`config.mk`:
```
export PLATFORM = sky130hd
export DESIGN_NAME = ldr_pkt_loader
export DESIGN_NICKNAME = d
export VERILOG_FILES = /design/src/rtl/ldr_pkg.sv /design/src/rtl/ldr_align.sv /design/src/rtl/ldr_ctrl.sv /design/src/rtl/ldr_fmt.sv /design/src/rtl/ldr_pkt_loader.sv
export SDC_FILE = /design/constraint.sdc
export NUM_CORES = 1
export LEC_CHECK = 0
export ABC_AREA = 1
export ABC_CLOCK_PERIOD_IN_PS = 6030
export BUFFER_PORTS_ARGS = -buffer_cell sky130_fd_sc_hd__clkbuf_2
export CELL_PAD_IN_SITES_DETAIL_PLACEMENT = 1
export CELL_PAD_IN_SITES_GLOBAL_PLACEMENT = 1
export CORE_MARGIN = 2
export CORE_UTILIZATION = 43
export CTS_BUF_LIST = sky130_fd_sc_hd__clkbuf_8
export DETAILED_ROUTE_END_ITERATION = 10
export GPL_TIMING_DRIVEN = 0
export PLACE_DENSITY_LB_ADDON = 0.3
export SLEW_MARGIN = 15
export SYNTH_ARGS = -nofsm -noshare
export SYNTH_HDL_FRONTEND = slang
export SYNTH_HIERARCHICAL = 1
export SYNTH_SLANG_ARGS = --single-unit
```
`constraint.sdc`:
```
create_clock -name clk -period 6.03 [get_ports clk]
set_input_delay 0.3015 -clock clk [delete_from_list [all_inputs] [get_ports clk]]
set_output_delay 0.3015 -clock clk [all_outputs]
set_load 0.005 [all_outputs]
```
`src/rtl/ldr_pkg.sv`:
```
package ldr_pkg;
  localparam int unsigned WORD_W  = 32;
  localparam int unsigned TAG_W   = 4;
  localparam int unsigned ENTRY_W = TAG_W + WORD_W;
  localparam int unsigned LANES   = WORD_W / 8;
  localparam int unsigned RESID_W = WORD_W - 8;

  localparam logic [TAG_W-1:0] TAG_SOP  = 4'h0;
  localparam logic [TAG_W-1:0] TAG_EOP  = 4'h1;
  localparam logic [TAG_W-1:0] TAG_DATA = 4'h2;

  typedef enum logic [1:0] {
    ST_IDLE = 2'd0,
    ST_SOP  = 2'd1,
    ST_DATA = 2'd2,
    ST_EOP  = 2'd3
  } ldr_state_e;

  typedef struct packed {
    logic [6:0] ep;
    logic [6:0] dev;
    logic [1:0] speed;
    logic [1:0] xtype;
    logic [1:0] toggle;
    logic [3:0] pid;
  } sop_fields_t;

  // start command payload; field positions are decoded downstream
  function automatic logic [WORD_W-1:0] pack_sop(input sop_fields_t f);
    return {2'b00, f.ep, f.dev, 6'b000000, f.speed, f.xtype, f.toggle, f.pid};
  endfunction

  // end-of-packet payload: abort flag, leftover count, leftover bytes
  function automatic logic [WORD_W-1:0] pack_eop(input logic ab,
                                                input logic [1:0] cnt,
                                                input logic [RESID_W-1:0] res);
    return {5'b00000, ab, cnt, res};
  endfunction
endpackage

```
`src/rtl/ldr_align.sv`:
```
module ldr_align
  import ldr_pkg::*;
#(
  parameter int unsigned LEN_W = 11
) (
  input  logic               clk,
  input  logic               rst_n,
  input  logic               load,
  input  logic [1:0]         ld_off,
  input  logic [LEN_W-1:0]   ld_len,
  input  logic               act,
  input  logic               clear,
  input  logic               src_valid,
  input  logic [WORD_W-1:0]  src_data,
  input  logic               fifo_full,
  output logic               src_ready,
  output logic               emit,
  output logic [WORD_W-1:0]  emit_data,
  output logic               rem_zero,
  output logic [RESID_W-1:0] hold_bytes,
  output logic [1:0]         hold_cnt
);
  localparam int unsigned MERGE_W = WORD_W + RESID_W;

  logic               first_q;
  logic [1:0]         off_q;
  logic [LEN_W-1:0]   rem_q;
  logic [RESID_W-1:0] hold_q;
  logic [1:0]         hcnt_q;

  logic [2:0]         start_lane;
  logic [2:0]         avail;
  logic [LEN_W-1:0]   avail_l;
  logic [2:0]         nb;
  logic [2:0]         total;
  logic [WORD_W-1:0]  shifted;
  logic [WORD_W-1:0]  lane_mask;
  logic [WORD_W-1:0]  picked;
  logic [MERGE_W-1:0] merged;
  logic               full_word;
  logic               fire;

  always_comb begin
    start_lane = first_q ? {1'b0, off_q} : 3'd0;
    avail      = 3'd4 - start_lane;
    avail_l    = LEN_W'(avail);
    nb         = (rem_q < avail_l) ? rem_q[2:0] : avail;
    shifted    = src_data >> {start_lane, 3'b000};
    case (nb)
      3'd0:    lane_mask = '0;
      3'd1:    lane_mask = 32'h0000_00FF;
      3'd2:    lane_mask = 32'h0000_FFFF;
      3'd3:    lane_mask = 32'h00FF_FFFF;
      default: lane_mask = '1;
    endcase
    picked    = shifted & lane_mask;
    merged    = {{WORD_W{1'b0}}, hold_q} | ({{RESID_W{1'b0}}, picked} << {hcnt_q, 3'b000});
    total     = {1'b0, hcnt_q} + nb;
    full_word = total[2];
  end

  assign rem_zero   = (rem_q == '0);
  assign src_ready  = act && !rem_zero && (!full_word || !fifo_full);
  assign fire       = src_valid && src_ready;
  assign emit       = fire && full_word;
  assign emit_data  = merged[WORD_W-1:0];
  assign hold_bytes = hold_q;
  assign hold_cnt   = hcnt_q;

  always_ff @(posedge clk or negedge rst_n) begin
    if (!rst_n) begin
      first_q <= 1'b0;
      off_q   <= '0;
      rem_q   <= '0;
      hold_q  <= '0;
      hcnt_q  <= '0;
    end else if (load) begin
      first_q <= 1'b1;
      off_q   <= ld_off;
      rem_q   <= ld_len;
      hold_q  <= '0;
      hcnt_q  <= '0;
    end else if (clear) begin
      first_q <= 1'b0;
      rem_q   <= '0;
      hold_q  <= '0;
      hcnt_q  <= '0;
    end else if (fire) begin
      first_q <= 1'b0;
      rem_q   <= rem_q - LEN_W'(nb);
      hcnt_q  <= total[1:0];
      hold_q  <= full_word ? merged[MERGE_W-1:WORD_W] : merged[RESID_W-1:0];
    end
  end


  one_word_per_fire_chk: assert property (@(posedge clk) disable iff (!rst_n)
    fire |=> (rem_q == $past(rem_q) - LEN_W'($past(nb))));


  hold_tidy_chk: assert property (@(posedge clk) disable iff (!rst_n)
    (hcnt_q == 2'd0) |-> (hold_q == '0));
endmodule

```
`src/rtl/ldr_ctrl.sv`:
```
module ldr_ctrl
  import ldr_pkg::*;
(
  input  logic clk,
  input  logic rst_n,
  input  logic cmd_valid,
  input  logic fifo_full,
  input  logic underrun,
  input  logic rem_zero,
  output logic cmd_ready,
  output logic load,
  output logic act,
  output logic data_phase,
  output logic sop_wr,
  output logic eop_wr,
  output logic aborted
);
  ldr_state_e st_q, st_d;
  logic       abort_q, abort_d;

  assign cmd_ready  = (st_q == ST_IDLE);
  assign load       = cmd_ready && cmd_valid;
  assign data_phase = (st_q == ST_DATA);
  assign act        = data_phase && !underrun;
  assign sop_wr     = (st_q == ST_SOP) && !fifo_full;
  assign eop_wr     = (st_q == ST_EOP) && !fifo_full;
  assign aborted    = abort_q;

  always_comb begin
    st_d    = st_q;
    abort_d = abort_q;
    case (st_q)
      ST_IDLE: if (cmd_valid) st_d = ST_SOP;
      ST_SOP:  if (!fifo_full) st_d = ST_DATA;
      ST_DATA: begin
        if (underrun) begin
          st_d    = ST_EOP;
          abort_d = 1'b1;
        end else if (rem_zero) begin
          st_d = ST_EOP;
        end
      end
      default: if (!fifo_full) begin
        st_d    = ST_IDLE;
        abort_d = 1'b0;
      end
    endcase
  end

  always_ff @(posedge clk or negedge rst_n) begin
    if (!rst_n) begin
      st_q    <= ST_IDLE;
      abort_q <= 1'b0;
    end else begin
      st_q    <= st_d;
      abort_q <= abort_d;
    end
  end


  eop_idle_chk: assert property (@(posedge clk) disable iff (!rst_n)
    eop_wr |=> (cmd_ready && !aborted));


  cmd_once_chk: assert property (@(posedge clk) disable iff (!rst_n)
    load |=> !cmd_ready);
endmodule

```
`src/rtl/ldr_fmt.sv`:
```
module ldr_fmt
  import ldr_pkg::*;
(
  input  logic               clk,
  input  logic               rst_n,
  input  logic               load,
  input  sop_fields_t        fields,
  input  logic               sop_wr,
  input  logic               eop_wr,
  input  logic               emit,
  input  logic [WORD_W-1:0]  emit_data,
  input  logic               aborted,
  input  logic [RESID_W-1:0] hold_bytes,
  input  logic [1:0]         hold_cnt,
  output logic               fifo_wr,
  output logic [ENTRY_W-1:0] fifo_wdata
);
  logic [WORD_W-1:0] sop_q;

  always_ff @(posedge clk or negedge rst_n) begin
    if (!rst_n) sop_q <= '0;
    else if (load) sop_q <= pack_sop(fields);
  end

  assign fifo_wr = sop_wr || eop_wr || emit;

  always_comb begin
    if (sop_wr)
      fifo_wdata = {TAG_SOP, sop_q};
    else if (eop_wr)
      fifo_wdata = {TAG_EOP, pack_eop(aborted,
                                      aborted ? 2'd0 : hold_cnt,
                                      aborted ? '0 : hold_bytes)};
    else
      fifo_wdata = {TAG_DATA, emit_data};
  end


  one_source_chk: assert property (@(posedge clk) disable iff (!rst_n)
    $onehot0({sop_wr, eop_wr, emit}));


  sop_fmt_chk: assert property (@(posedge clk) disable iff (!rst_n)
    (fifo_wr && fifo_wdata[35:32] == TAG_SOP) |-> (fifo_wdata[31:30] == 2'b00 && fifo_wdata[15:10] == 6'd0));


  eop_fmt_chk: assert property (@(posedge clk) disable iff (!rst_n)
    (fifo_wr && fifo_wdata[35:32] == TAG_EOP) |-> (fifo_wdata[31:27] == 5'd0));


  abort_eop_chk: assert property (@(posedge clk) disable iff (!rst_n)
    (fifo_wr && fifo_wdata[35:32] == TAG_EOP && fifo_wdata[26]) |-> (fifo_wdata[25:0] == 26'd0));
endmodule

```
`src/rtl/ldr_pkt_loader.sv`:
```
module ldr_pkt_loader
  import ldr_pkg::*;
#(
  parameter int unsigned LEN_W = 11
) (
  input  logic             clk,
  input  logic             rst_n,
  input  logic             cmd_valid,
  output logic             cmd_ready,
  input  logic [6:0]       cmd_ep,
  input  logic [6:0]       cmd_dev,
  input  logic [1:0]       cmd_speed,
  input  logic [1:0]       cmd_xtype,
  input  logic [1:0]       cmd_toggle,
  input  logic [3:0]       cmd_pid,
  input  logic [1:0]       cmd_offset,
  input  logic [LEN_W-1:0] cmd_len,
  input  logic             src_valid,
  output logic             src_ready,
  input  logic [31:0]      src_data,
  input  logic             underrun,
  input  logic             fifo_full,
  output logic             fifo_wr,
  output logic [35:0]      fifo_wdata
);
  logic               load, act, data_phase, sop_wr, eop_wr, aborted;
  logic               emit, rem_zero;
  logic [WORD_W-1:0]  emit_data;
  logic [RESID_W-1:0] hold_bytes;
  logic [1:0]         hold_cnt;
  sop_fields_t        fields;

  assign fields = '{ep: cmd_ep, dev: cmd_dev, speed: cmd_speed,
                    xtype: cmd_xtype, toggle: cmd_toggle, pid: cmd_pid};

  ldr_ctrl u_ctrl (
    .clk(clk), .rst_n(rst_n), .cmd_valid(cmd_valid), .fifo_full(fifo_full),
    .underrun(underrun), .rem_zero(rem_zero), .cmd_ready(cmd_ready),
    .load(load), .act(act), .data_phase(data_phase), .sop_wr(sop_wr),
    .eop_wr(eop_wr), .aborted(aborted)
  );

  ldr_align #(.LEN_W(LEN_W)) u_align (
    .clk(clk), .rst_n(rst_n), .load(load), .ld_off(cmd_offset),
    .ld_len(cmd_len), .act(act), .clear(eop_wr), .src_valid(src_valid),
    .src_data(src_data), .fifo_full(fifo_full), .src_ready(src_ready),
    .emit(emit), .emit_data(emit_data), .rem_zero(rem_zero),
    .hold_bytes(hold_bytes), .hold_cnt(hold_cnt)
  );

  ldr_fmt u_fmt (
    .clk(clk), .rst_n(rst_n), .load(load), .fields(fields),
    .sop_wr(sop_wr), .eop_wr(eop_wr), .emit(emit), .emit_data(emit_data),
    .aborted(aborted), .hold_bytes(hold_bytes), .hold_cnt(hold_cnt),
    .fifo_wr(fifo_wr), .fifo_wdata(fifo_wdata)
  );


  no_wr_full_chk: assert property (@(posedge clk) disable iff (!rst_n)
    fifo_wr |-> !fifo_full);


  idle_quiet_chk: assert property (@(posedge clk) disable iff (!rst_n)
    cmd_ready |-> (!fifo_wr && !src_ready));


  eop_empties_chk: assert property (@(posedge clk) disable iff (!rst_n)
    (fifo_wr && fifo_wdata[35:32] == TAG_EOP) |=> (hold_cnt == 2'd0));


  abort_stop_chk: assert property (@(posedge clk) disable iff (!rst_n)
    (underrun && data_phase) |=> !src_ready);
endmodule

```
==> results of run 1 <==
## area by class of cell
class / count / share of cell area
Buffer: 59 / 0.0440
Clock buffer: 9 / 0.0175
Clock inverter: 7 / 0.0143
Inverter: 143 / 0.0762
Multi-Input combinational cell: 744 / 0.495
Sequential cell: 67 / 0.237
Tap cell: 180 / 0.0318
Timing Repair Buffer: 113 / 0.0841
## state kept, by name, indices dropped and copies added (netlist names)
name / count
u_ctrl/aborted: 1
u_align/first_q: 1
u_align/rem_q: 11
u_align/hold_bytes: 24
u_ctrl/st_q: 2
u_fmt/sop_q: 24
u_align/off_q: 2
u_align/hold_cnt: 2
## power breakdown
group	switching (W)	total [W]	internal (W)
sequential	0.000127	0.000733	0.000606
clock	0.000210	0.000446	0.000236
combinational	0.00198	0.00296	0.000978
## metal layers
| layer | vias up | global-route usage | part of all wire |
|---|---|---|---|
| li1 | 3443 | - | - |
| met1 | 3378 | 0.384 | 0.43 |
| met2 | 163 | 0.565 | 0.50 |
| met3 | 35 | 0.0479 | 0.045 |
| met4 | 0 | 0.0948 | 0.023 |
| met5 | - | 0 | 0 |
## timing repair
item | CTS | global route
hold endpoints to repair | 14 | 0
hold buffers | 1 | 0
buffers inserted | 0 | 0
## how the worst min path moves through the flow
stage / start / to / slack [ns] / cells after the start
4_1_cts: cmd_pid[2] / u_fmt/sop_q[2] / 0.13 / 3
2_1_floorplan: rst_n / u_align/first_q / 0.006 / 0
3_5_place_dp: rst_n / u_align/rem_q[5] / 0.23 / 1
6_report: cmd_offset[1] / u_align/off_q[1] / 0.13 / 3
3_3_place_gp: u_align/off_q[1] / u_align/off_q[1] / 0.46 / 2
5_1_grt: cmd_offset[1] / u_align/off_q[1] / 0.14 / 3
## Yosys cell counts (all sizes together), types with 4 or more instances
cell type | n | share of area
nand2 | 384 | 0.24
inv | 139 | 0.087
nand3 | 106 | 0.093
o21ai | 81 | 0.068
dfrtp | 67 | 0.28
nor2 | 65 | 0.049
buf | 40 | 0.040
a21oi | 32 | 0.027
nand4 | 20 | 0.021
clkbuf | 19 | 0.012
ha | 11 | 0.023
o211ai | 11 | 0.014
a31oi | 8 | 0.0083
o21bai | 7 | 0.0087
o22ai | 6 | 0.0062
clkinv | 4 | 0.0025
## cells in the final DEF, fill, tap and decap left out, drive strengths merged, types with 2 or more instances in the layout
cell type  count
a21oi         32
a31oi          8
buf           41
bufinv         2
clkbuf       139
clkinv         7
conb           2
dfrtp         67
fa             2
ha            11
inv          140
nand2        384
nand3        106
nand4         20
nor2          65
nor3           2
o211ai        11
o21ai         81
o21bai         7
o22ai          6
or2            2
## kinds of logic after synthesis
kind of cell,Yosys count,share of synthesized area
flops,67,0.278
fa+ha+maj,13,0.0295
xor+xnor,1,0.00457
compound gates,148,0.136
simple gates,580,0.410
buf+inv,202,0.141
other cells,1,0.000622
## metrics by stage
stage | util | total power (W) | hold slack (ns) | area [um2] | std cells
final | 0.514 | 0.00414 | 0.132 | 7080 | 1322
after global routing | 0.514 | 0.00456 | 0.141 | 7080 | 1322
after global placement | 0.495 | 0.00355 | 0.464 | 6810 | 1304
after CTS | 0.514 | 0.00413 | 0.125 | 7080 | 1322
after floorplan | - | 0.00264 | 0.00591 | 6030 | 1013
after detailed placement | 0.497 | 0.00365 | 0.230 | 6840 | 1305
## critical path: cells and delay by family (launching register included)
family / cells / cell delay [ns]
buffers and inverters: 4 / 0.76
AND/OR/NAND/NOR: 11 / 1.39
adder cells (fa/ha/maj): 2 / 0.55
AO/OA/AOI/OAI: 3 / 0.71
flip-flops: 1 / 0.42
==> flow_summary.json, run 1 <==
{
  "crit_arrival_ns": 4.21,
  "io_pins": 114,
  "dieArea_um2": 15000,
  "timing.max_slew.rel_slack": 0.571,
  "worst_slack_ns": 1.52,
  "finalWirelength_mm": 22.6,
  "ant_nets": 0,
  "antenna_cells": 0,
  "firstDrtPassIters": 4,
  "seq_area_um2": 1680,
  "p_leak_nw": 4.12,
  "timing.fmax_mhz": 222,
  "cp.required_ns": 5.73,
  "multi_input_area_um2": 3500,
  "synth.distinct_cells": 40,
  "final.period_utilization": 0.749,
  "rows": 43,
  "grt_pass1_vias": 7219,
  "drive_above_1_share": 0.166,
  "power.density_nw_per_um2": 585,
  "initial_utilization": 0.438,
  "yosys_warnings": 6,
  "clock_skew_ns": 0.0129,
  "tightest_slew_ns": 0.644,
  "fp.dieH_um": 122,
  "syn_avg_cell_area_um2": 5.96,
  "crit_path_max_incr_delay_ns": 0.42,
  "tritoncts": "done",
  "crit_slowest_cell": "dfrtp_1",
  "grt.total_usage": 0.313,
  "hold_path_class": "in2reg",
  "cts_resized": 0,
  "start_kind": "flip-flop",
  "grt_max_degree": 54,
  "worst-r2r-cell-count": 22,
  "synthesis.instances": 1012,
  "dpl.hpwl_mm": 18.2,
  "crit_path_end_kind": "output pin",
  "wl_per_cell_um": 17.1,
  "portBuffers": 111,
  "peakVddDrop_uv": 276,
  "r2r_start": "u_align/first_q",
  "synth_area_um2": 6030,
  "dr_total_vias": 7019,
  "max_cap_violations": 0,
  "die_w_um": 122,
  "final_max_slew_viol_count": 0,
  "reg2reg_to": "u_align/hold_bytes[22]",
  "synth_edf_count": 0,
  "path_cells": "nand2_1, clkbuf_1, ha_1, inv_1, ha_1, nand2_1, nand2_1, nor2_2, nand3_2, nand2_1, nand2_1, nand2_1, buf_6, nand3_1, o21ai_0, nor2_1, a31oi_1, nand2_1, o21ai_1, clkbuf_2",
  "place_ws_ns": 1.89,
  "area_growth_syn_to_layout_pct": 17.4,
  "cts_buffers": 9,
  "drtIter0Drc": 345,
  "crit_path_frequent_cell": "nand2_1",
  "clk_latency_ns": 0.37,
  "r2r_slack_ns": 1.86,
  "cts.sinks": 67,
  "ys.flop_type": "dfrtp_1",
  "cts_buffer_depth": 2,
  "hold_viol": 0,
  "path_class": "reg2out",
  "period_minus_slack_ns": 4.51,
  "htreeDepth": 3,
  "clockRootBuffer": "clkbuf_8",
  "antenna_found_initial": 0,
  "yosysSeqAreaShare": 0.278,
  "gp_congestion": 0.979,
  "fin_tns_setup_ns": 0,
  "status": "completed",
  "startpoint": "u_align/first_q",
  "rsz0062_at_grt": "false",
  "grt_pass1_wl_mm": 36.1,
  "grt_overflow_total": 0,
  "clkTransAtPathRegs_ns": 0.09,
  "setup-violations-final": 0,
  "ys_ff_latch": 67,
  "crit_fanout": 10,
  "vias_per_cell": 5.31,
  "drc_errors": 0,
  "fp.coreArea_um2": 13800,
  "finalNetCount": 1225,
  "fill_cells": 2032,
  "cp-endpoint": "fifo_wdata[28]",
  "synthArstFlopShare": 1.00
}
Note: power is estimated with default switching activity, not from simulation.
==> run 2: changes to the inputs <==
ABC_AREA = 0   (was 1)
ABC_CLOCK_PERIOD_IN_PS = 3800   (was 6030)
CORE_UTILIZATION = 39   (was 43)
clock period = 3.8 ns   (was 6.03 ns; I/O delays follow)
==> run 2 against run 1 <==
Largest power group unchanged. Sequential power grew 72%. Die area is 4.3% higher. Critical path depth decreased by 3. Synthesized cell count is 35% lower. Hold slack lost 0.098 ns. Sequential share of layout area is 3.0 points lower. Clock power grew 69%. Sequential cell count stayed put. Non-clock buffer count increased by 53. Core utilization increased by 4.9 points. The flow now finishes with violations (negative setup slack).
==> flow_summary.json, run 2 <==
{
  "fp.dieH_um": 125,
  "final_max_slew_viol_count": 0,
  "hold_path_class": "in2reg",
  "grt_pass1_vias": 6733,
  "drc_errors": 0,
  "fp.coreArea_um2": 14400,
  "grt_pass1_wl_mm": 37.2,
  "antenna_found_initial": 0,
  "yosys.cell_count.top_type": "dfrtp_1",
  "synth_edf_count": 0,
  "dieArea_um2": 15600,
  "wl_per_cell_um": 23.8,
  "antenna_cells": 0,
  "final_cells": 1026,
  "rsz0062_at_grt": "true",
  "crit_path_max_incr_delay_ns": 0.42,
  "synth.distinct_cells": 73,
  "grt_max_degree": 37,
  "io_pins": 114,
  "layout_commonest_cell": "clkbuf_2",
  "htreeDepth": 3,
  "synthArstFlopShare": 1.00,
  "ys_top_cells_by_count": "67 x dfrtp_1, 41 x nand2_1, 34 x clkbuf_1",
  "synth_area_um2": 5710,
  "design_area_um2": 8120,
  "ys.flop_type": "dfrtp_1",
  "power.density_nw_per_um2": 959,
  "ys_ff_latch": 67,
  "place_ws_ns": -1.15,
  "clock_skew_ns": 0.00804,
  "gp_congestion": 0.960,
  "tritoncts": "done",
  "initial_utilization": 0.396,
  "cts_buffers": 9,
  "finalNetCount": 925,
  "peakVddDrop_uv": 639,
  "synth_top_area_cell": "dfrtp_1",
  "worst_slack_ns": -0.195,
  "clk_latency_ns": 0.37,
  "post_dp_cell_area_um2": 6650,
  "grt.total_usage": 0.301,
  "failed_checks": "negative setup slack",
  "grt_overflow_total": 0,
  "die_w_um": 125,
  "vias_per_cell": 6.16,
  "rows": 44,
  "final_cell_mix": "101 x clkbuf_2, 67 x dfrtp_1, 58 x buf_4",
  "hold_slack_ns": 0.0342,
  "finalWirelength_mm": 24.4,
  "firstDrtPassIters": 6,
  "timing.fmax_mhz": 250,
  "hold_viol": 0,
  "crit_path_frequent_cell": "ha_4",
  "yosys.area.top_type_share": 0.293,
  "ys_top_cells_by_area": "dfrtp_1 29%, mux2_2 5.1%, mux2i_1 3.5%, nand3b_1 3.4%, a221o_1 3.3%",
  "ant_nets": 0,
  "crit_path_end_kind": "output pin",
  "period_minus_slack_ns": 4.00,
  "cts_buffer_depth": 2,
  "drive_above_1_share": 0.423,
  "syn_avg_cell_area_um2": 8.72,
  "setup-violations-final": 38,
  "drtIter0Drc": 354,
  "crit_fanout": 4,
  "clkTransAtPathRegs_ns": 0.08,
  "finalPower_w": 0.00779,
  "path_class": "reg2out",
  "status": "finished, violations left",
  "p_leak_nw": 3.47,
  "portBuffers": 111,
  "yosys_warnings": 6,
  "dr_total_vias": 6318,
  "timing.max_slew.rel_slack": 0.441,
  "place_inst": 952,
  "cp.required_ns": 3.61,
  "path_cells": "and2_4, inv_4, ha_4, inv_2, ha_4, a21oi_4, nand4b_1, nor2_4, nor2_1, a21o_1, fa_2, buf_6, nor3_4, nor4_4, buf_4, or3_1, clkbuf_2",
  "crit_arrival_ns": 3.81,
  "crit_slowest_cell": "fa_2",
  "final.period_utilization": 1.05,
  "clockRootBuffer": "clkbuf_8",
  "yosysSeqAreaShare": 0.293,
  "synthesis.instances": 655,
  "cts.sinks": 67,
  "max_cap_violations": 0,
  "start_kind": "flip-flop",
  "tightest_slew_ns": 0.839,
  "dpl.hpwl_mm": 17.8,
  "area_growth_syn_to_layout_pct": 42.2
}
[run 2: changes by cell type in the layout (fill, tap and decap cells not counted), sizes merged, moves of 21 or more]
cell and delta:
nand2 -343, inv -123, nand3 -100, o21ai -60, buf +55, nor2 -39
nand2b +30, mux2 +27, nand3b +26, nor2b +25, nor3 +23, a31oi +21
[run 2: metal layers]
metal | GRT usage | vias up | routed length [um]
met5 | 0 | - | 0
met3 | 0.0424 | 60 | 1150
li1 | - | 2843 | -
met4 | 0.133 | 0 | 961
met1 | 0.355 | 3175 | 9830
met2 | 0.543 | 240 | 12500
[run 2: layout make-up]
class,instances,area (um2)
Fill cell,1668,6300
Multi-Input combinational cell,518,4450
Sequential cell,67,1680
Timing Repair Buffer,179,1170
Buffer,46,293
Tap cell,184,230
Clock buffer,9,124
Clock inverter,7,118
Inverter,16,67.6
[run 2: report_power, final]
group          switching [W]  total, W  internal (W)
registers           0.000274   0.00126      0.000985
logic                0.00315   0.00577       0.00262
clock network       0.000319  0.000754      0.000434
total                0.00375   0.00779       0.00404
[run 2: stage by stage]
stage / setup TNS [ns] / utilization
6_report: -2.98 / 0.563
5_1_grt: -9.20 / 0.563
4_1_cts: -2.37 / 0.513
3_5_place_dp: -43.73 / 0.461
3_3_place_gp: -39.21 / 0.459
2_1_floorplan: -0.627 / -
[run 2: final timing paths]
check                                start             endpoint  slack (ns)  depth (start not counted)
setup / recovery           u_align/first_q              fifo_wr       -0.20                         17
hold / removal                  cmd_len[3]     u_align/rem_q[3]        0.03                          3
setup reg to reg           u_align/first_q     u_align/rem_q[5]       -0.18                         17
hold reg to reg             u_fmt/sop_q[0]       u_fmt/sop_q[0]        0.52                          1
max in group asynchronous            rst_n  u_align/hold_cnt[0]        2.82                          3
min in group asynchronous            rst_n      u_fmt/sop_q[28]        0.35                          2
[run 2: timing repair]
item	CTS	global route
endpoints found under the setup margin	72	71
setup buffers	29	37
cloned	0	2
hold buffers	1	0
pin swaps	27	58
gates resized for setup	65	97
endpoints found under the hold margin	31	0
[run 2: cells by family after synthesis]
| family | share of synthesized area |
|---|---|
| adder cells (fa/ha/maj) | 0.0311 |
| multiplexers | 0.0883 |
| buffers and inverters | 0.0580 |
| flip-flops | 0.293 |
| other | 0.000656 |
| AO/OA/AOI/OAI | 0.281 |
| XOR/XNOR | 0.00460 |
| AND/OR/NAND/NOR | 0.243 |
[run 2: critical path, delay by kind of cell (launching register included)]
kind / cells / cell delay [ns]
fa+ha+maj: 3 / 0.84
simple gates: 7 / 1.33
buf+inv: 5 / 0.52
compound gates: 2 / 0.37
flops: 1 / 0.39
==> run 3: changes to the inputs <==
ABC_CLOCK_PERIOD_IN_PS = 4100   (was 3800)
CORE_UTILIZATION = 43   (was 39)
clock period = 4.1 ns   (was 3.8 ns; I/O delays follow)
==> run 3 against run 2 <==
Global-route usage up 1.9 points. Combinational power down 21%. Sequential share of layout area up 2.7 points. Setup slack better by 0.29 ns. Non-clock buffer count down 41. Clock power down 29%. The flow now finishes without violations. Largest cell class unchanged.
==> flow_summary.json, run 3 (synthesized netlist as in run 2, its figures left out) <==
{
  "path_cells": "nand2_2, clkbuf_16, ha_4, inv_2, ha_2, a21oi_4, nand4b_1, nor2_2, buf_4, nor2_1, a21o_1, inv_2, ha_4, a21oi_4, nand3_2, and4_4, or4_4, o311a_1, a221o_1",
  "power.density_nw_per_um2": 866,
  "cp.required_ns": 4.37,
  "fp.dieH_um": 119,
  "layout_commonest_cell": "clkbuf_2",
  "place_inst": 944,
  "final_cell_mix": "114 x clkbuf_2, 67 x dfrtp_1, 37 x nand2_1",
  "die_w_um": 119,
  "grt_pass1_wl_mm": 35.3,
  "clock_skew_ns": 0.0140,
  "max_cap_violations": 0,
  "fp.coreArea_um2": 13100,
  "gp_congestion": 0.987,
  "vias_per_cell": 6.23,
  "cts.sinks": 67,
  "clk_latency_ns": 0.38,
  "drtIter0Drc": 357,
  "cp_num_buf_inv": 4,
  "start_kind": "flip-flop",
  "fin_util": 0.549,
  "setup-violations-final": 0,
  "p_leak_nw": 3.12,
  "finalWirelength_mm": 22.6,
  "grt_pass1_vias": 6365,
  "hold_viol": 0,
  "crit_path_max_incr_delay_ns": 0.57,
  "rows": 42,
  "htreeDepth": 3,
  "crit_family": "simple AND/OR/NAND/NOR gates",
  "hold_path_class": "in2reg",
  "firstDrtPassIters": 6,
  "final_cells": 977,
  "grt.total_usage": 0.320,
  "antenna_cells": 0,
  "tightest_slew_ns": 0.879,
  "grt_overflow_total": 0,
  "grt_max_degree": 49,
  "peakVddDrop_uv": 577,
  "finalNetCount": 884,
  "timing.fmax_mhz": 250,
  "timing.max_slew.rel_slack": 0.409,
  "clkTransAtPathRegs_ns": 0.08,
  "crit_slowest_cell": "or4_4",
  "cts_buffer_depth": 2,
  "dr_total_vias": 6090,
  "crit_arrival_ns": 4.27,
  "tritoncts": "done",
  "dpl.hpwl_mm": 17.3,
  "path_class": "reg2reg",
  "finalPower_w": 0.00622,
  "clockRootBuffer": "clkbuf_8",
  "dieArea_um2": 14200,
  "drive_above_1_share": 0.332,
  "ant_nets": 0,
  "drc_errors": 0,
  "crit_fanout": 5,
  "io_pins": 114,
  "crit_path_end_kind": "flip-flop",
  "period_minus_slack_ns": 4.00,
  "rsz0062_at_grt": "true",
  "wl_per_cell_um": 23.2,
  "final.period_utilization": 0.976,
  "antenna_found_initial": 0,
  "cts_buffers": 9,
  "area_growth_syn_to_layout_pct": 25.7,
  "initial_utilization": 0.437,
  "final_max_slew_viol_count": 0,
  "portBuffers": 111,
  "status": "completed"
}
[run 3: routing by layer]
metal / global-route usage / vias up / part of all wire
li1: - / 2755 / -
met1: 0.390 / 3057 / 0.40
met5: 0 / - / 0
met4: 0.169 / 0 / 0.048
met2: 0.550 / 208 / 0.51
met3: 0.0393 / 70 / 0.048
[run 3: path summary, 6_finish.rpt]
| check | start | endpoint | cells after the start | slack, ns |
|---|---|---|---|---|
| worst max-delay path | u_align/first_q | u_align/rem_q[5] | 19 | 0.1 |
| worst min-delay path | cmd_len[1] | u_align/rem_q[1] | 3 | 0.05 |
| worst max register to register | u_align/first_q | u_align/rem_q[5] | 19 | 0.1 |
| worst min register to register | u_fmt/sop_q[6] | u_fmt/sop_q[6] | 1 | 0.52 |
| max in group asynchronous | rst_n | u_align/hold_bytes[23] | 3 | 3.22 |
| min in group asynchronous | rst_n | u_align/hold_bytes[10] | 2 | 0.31 |
[run 3: repair_timing]
action	in CTS	in global routing
setup buffers	13	8
cloned	0	0
pin swaps	12	14
hold buffers	1	0
endpoints found under the setup margin	72	62
hold endpoints to repair	19	0
resized for setup	41	30
[run 3: stage by stage]
step	cell area [um2]	setup slack, ns	hold slack (ns)	setup TNS (ns)
after floorplan	5770	0.0231	-0.0906	0
after global placement	6550	-0.962	0.413	-31.82
after detailed placement	6580	-1.12	0.164	-38.37
after CTS	7040	0.0285	0.0381	0
after global routing	7180	-0.0784	0.0540	-0.461
final	7180	0.0967	0.0467	0
[run 3: final cells by class]
type,count,area (um2)
Tap cell,176,220
Clock buffer,10,138
Clock inverter,6,40.0
Inverter,16,65.1
Timing Repair Buffer,134,753
Buffer,50,289
Fill cell,1615,5900
Multi-Input combinational cell,518,4000
Sequential cell,67,1680
[run 3: worst min-delay path, stage by stage]
cell,delay (ns)
clkbuf_2,0.07
nand2_1,0.04
o21ai_0,0.06
[run 3: power breakdown]
group / total (W) / switching (W) / internal (W)
combinational: 0.00453 / 0.00256 / 0.00197
clock: 0.000534 / 0.000299 / 0.000235
sequential: 0.00115 / 0.000242 / 0.000913
total: 0.00622 / 0.00311 / 0.00311
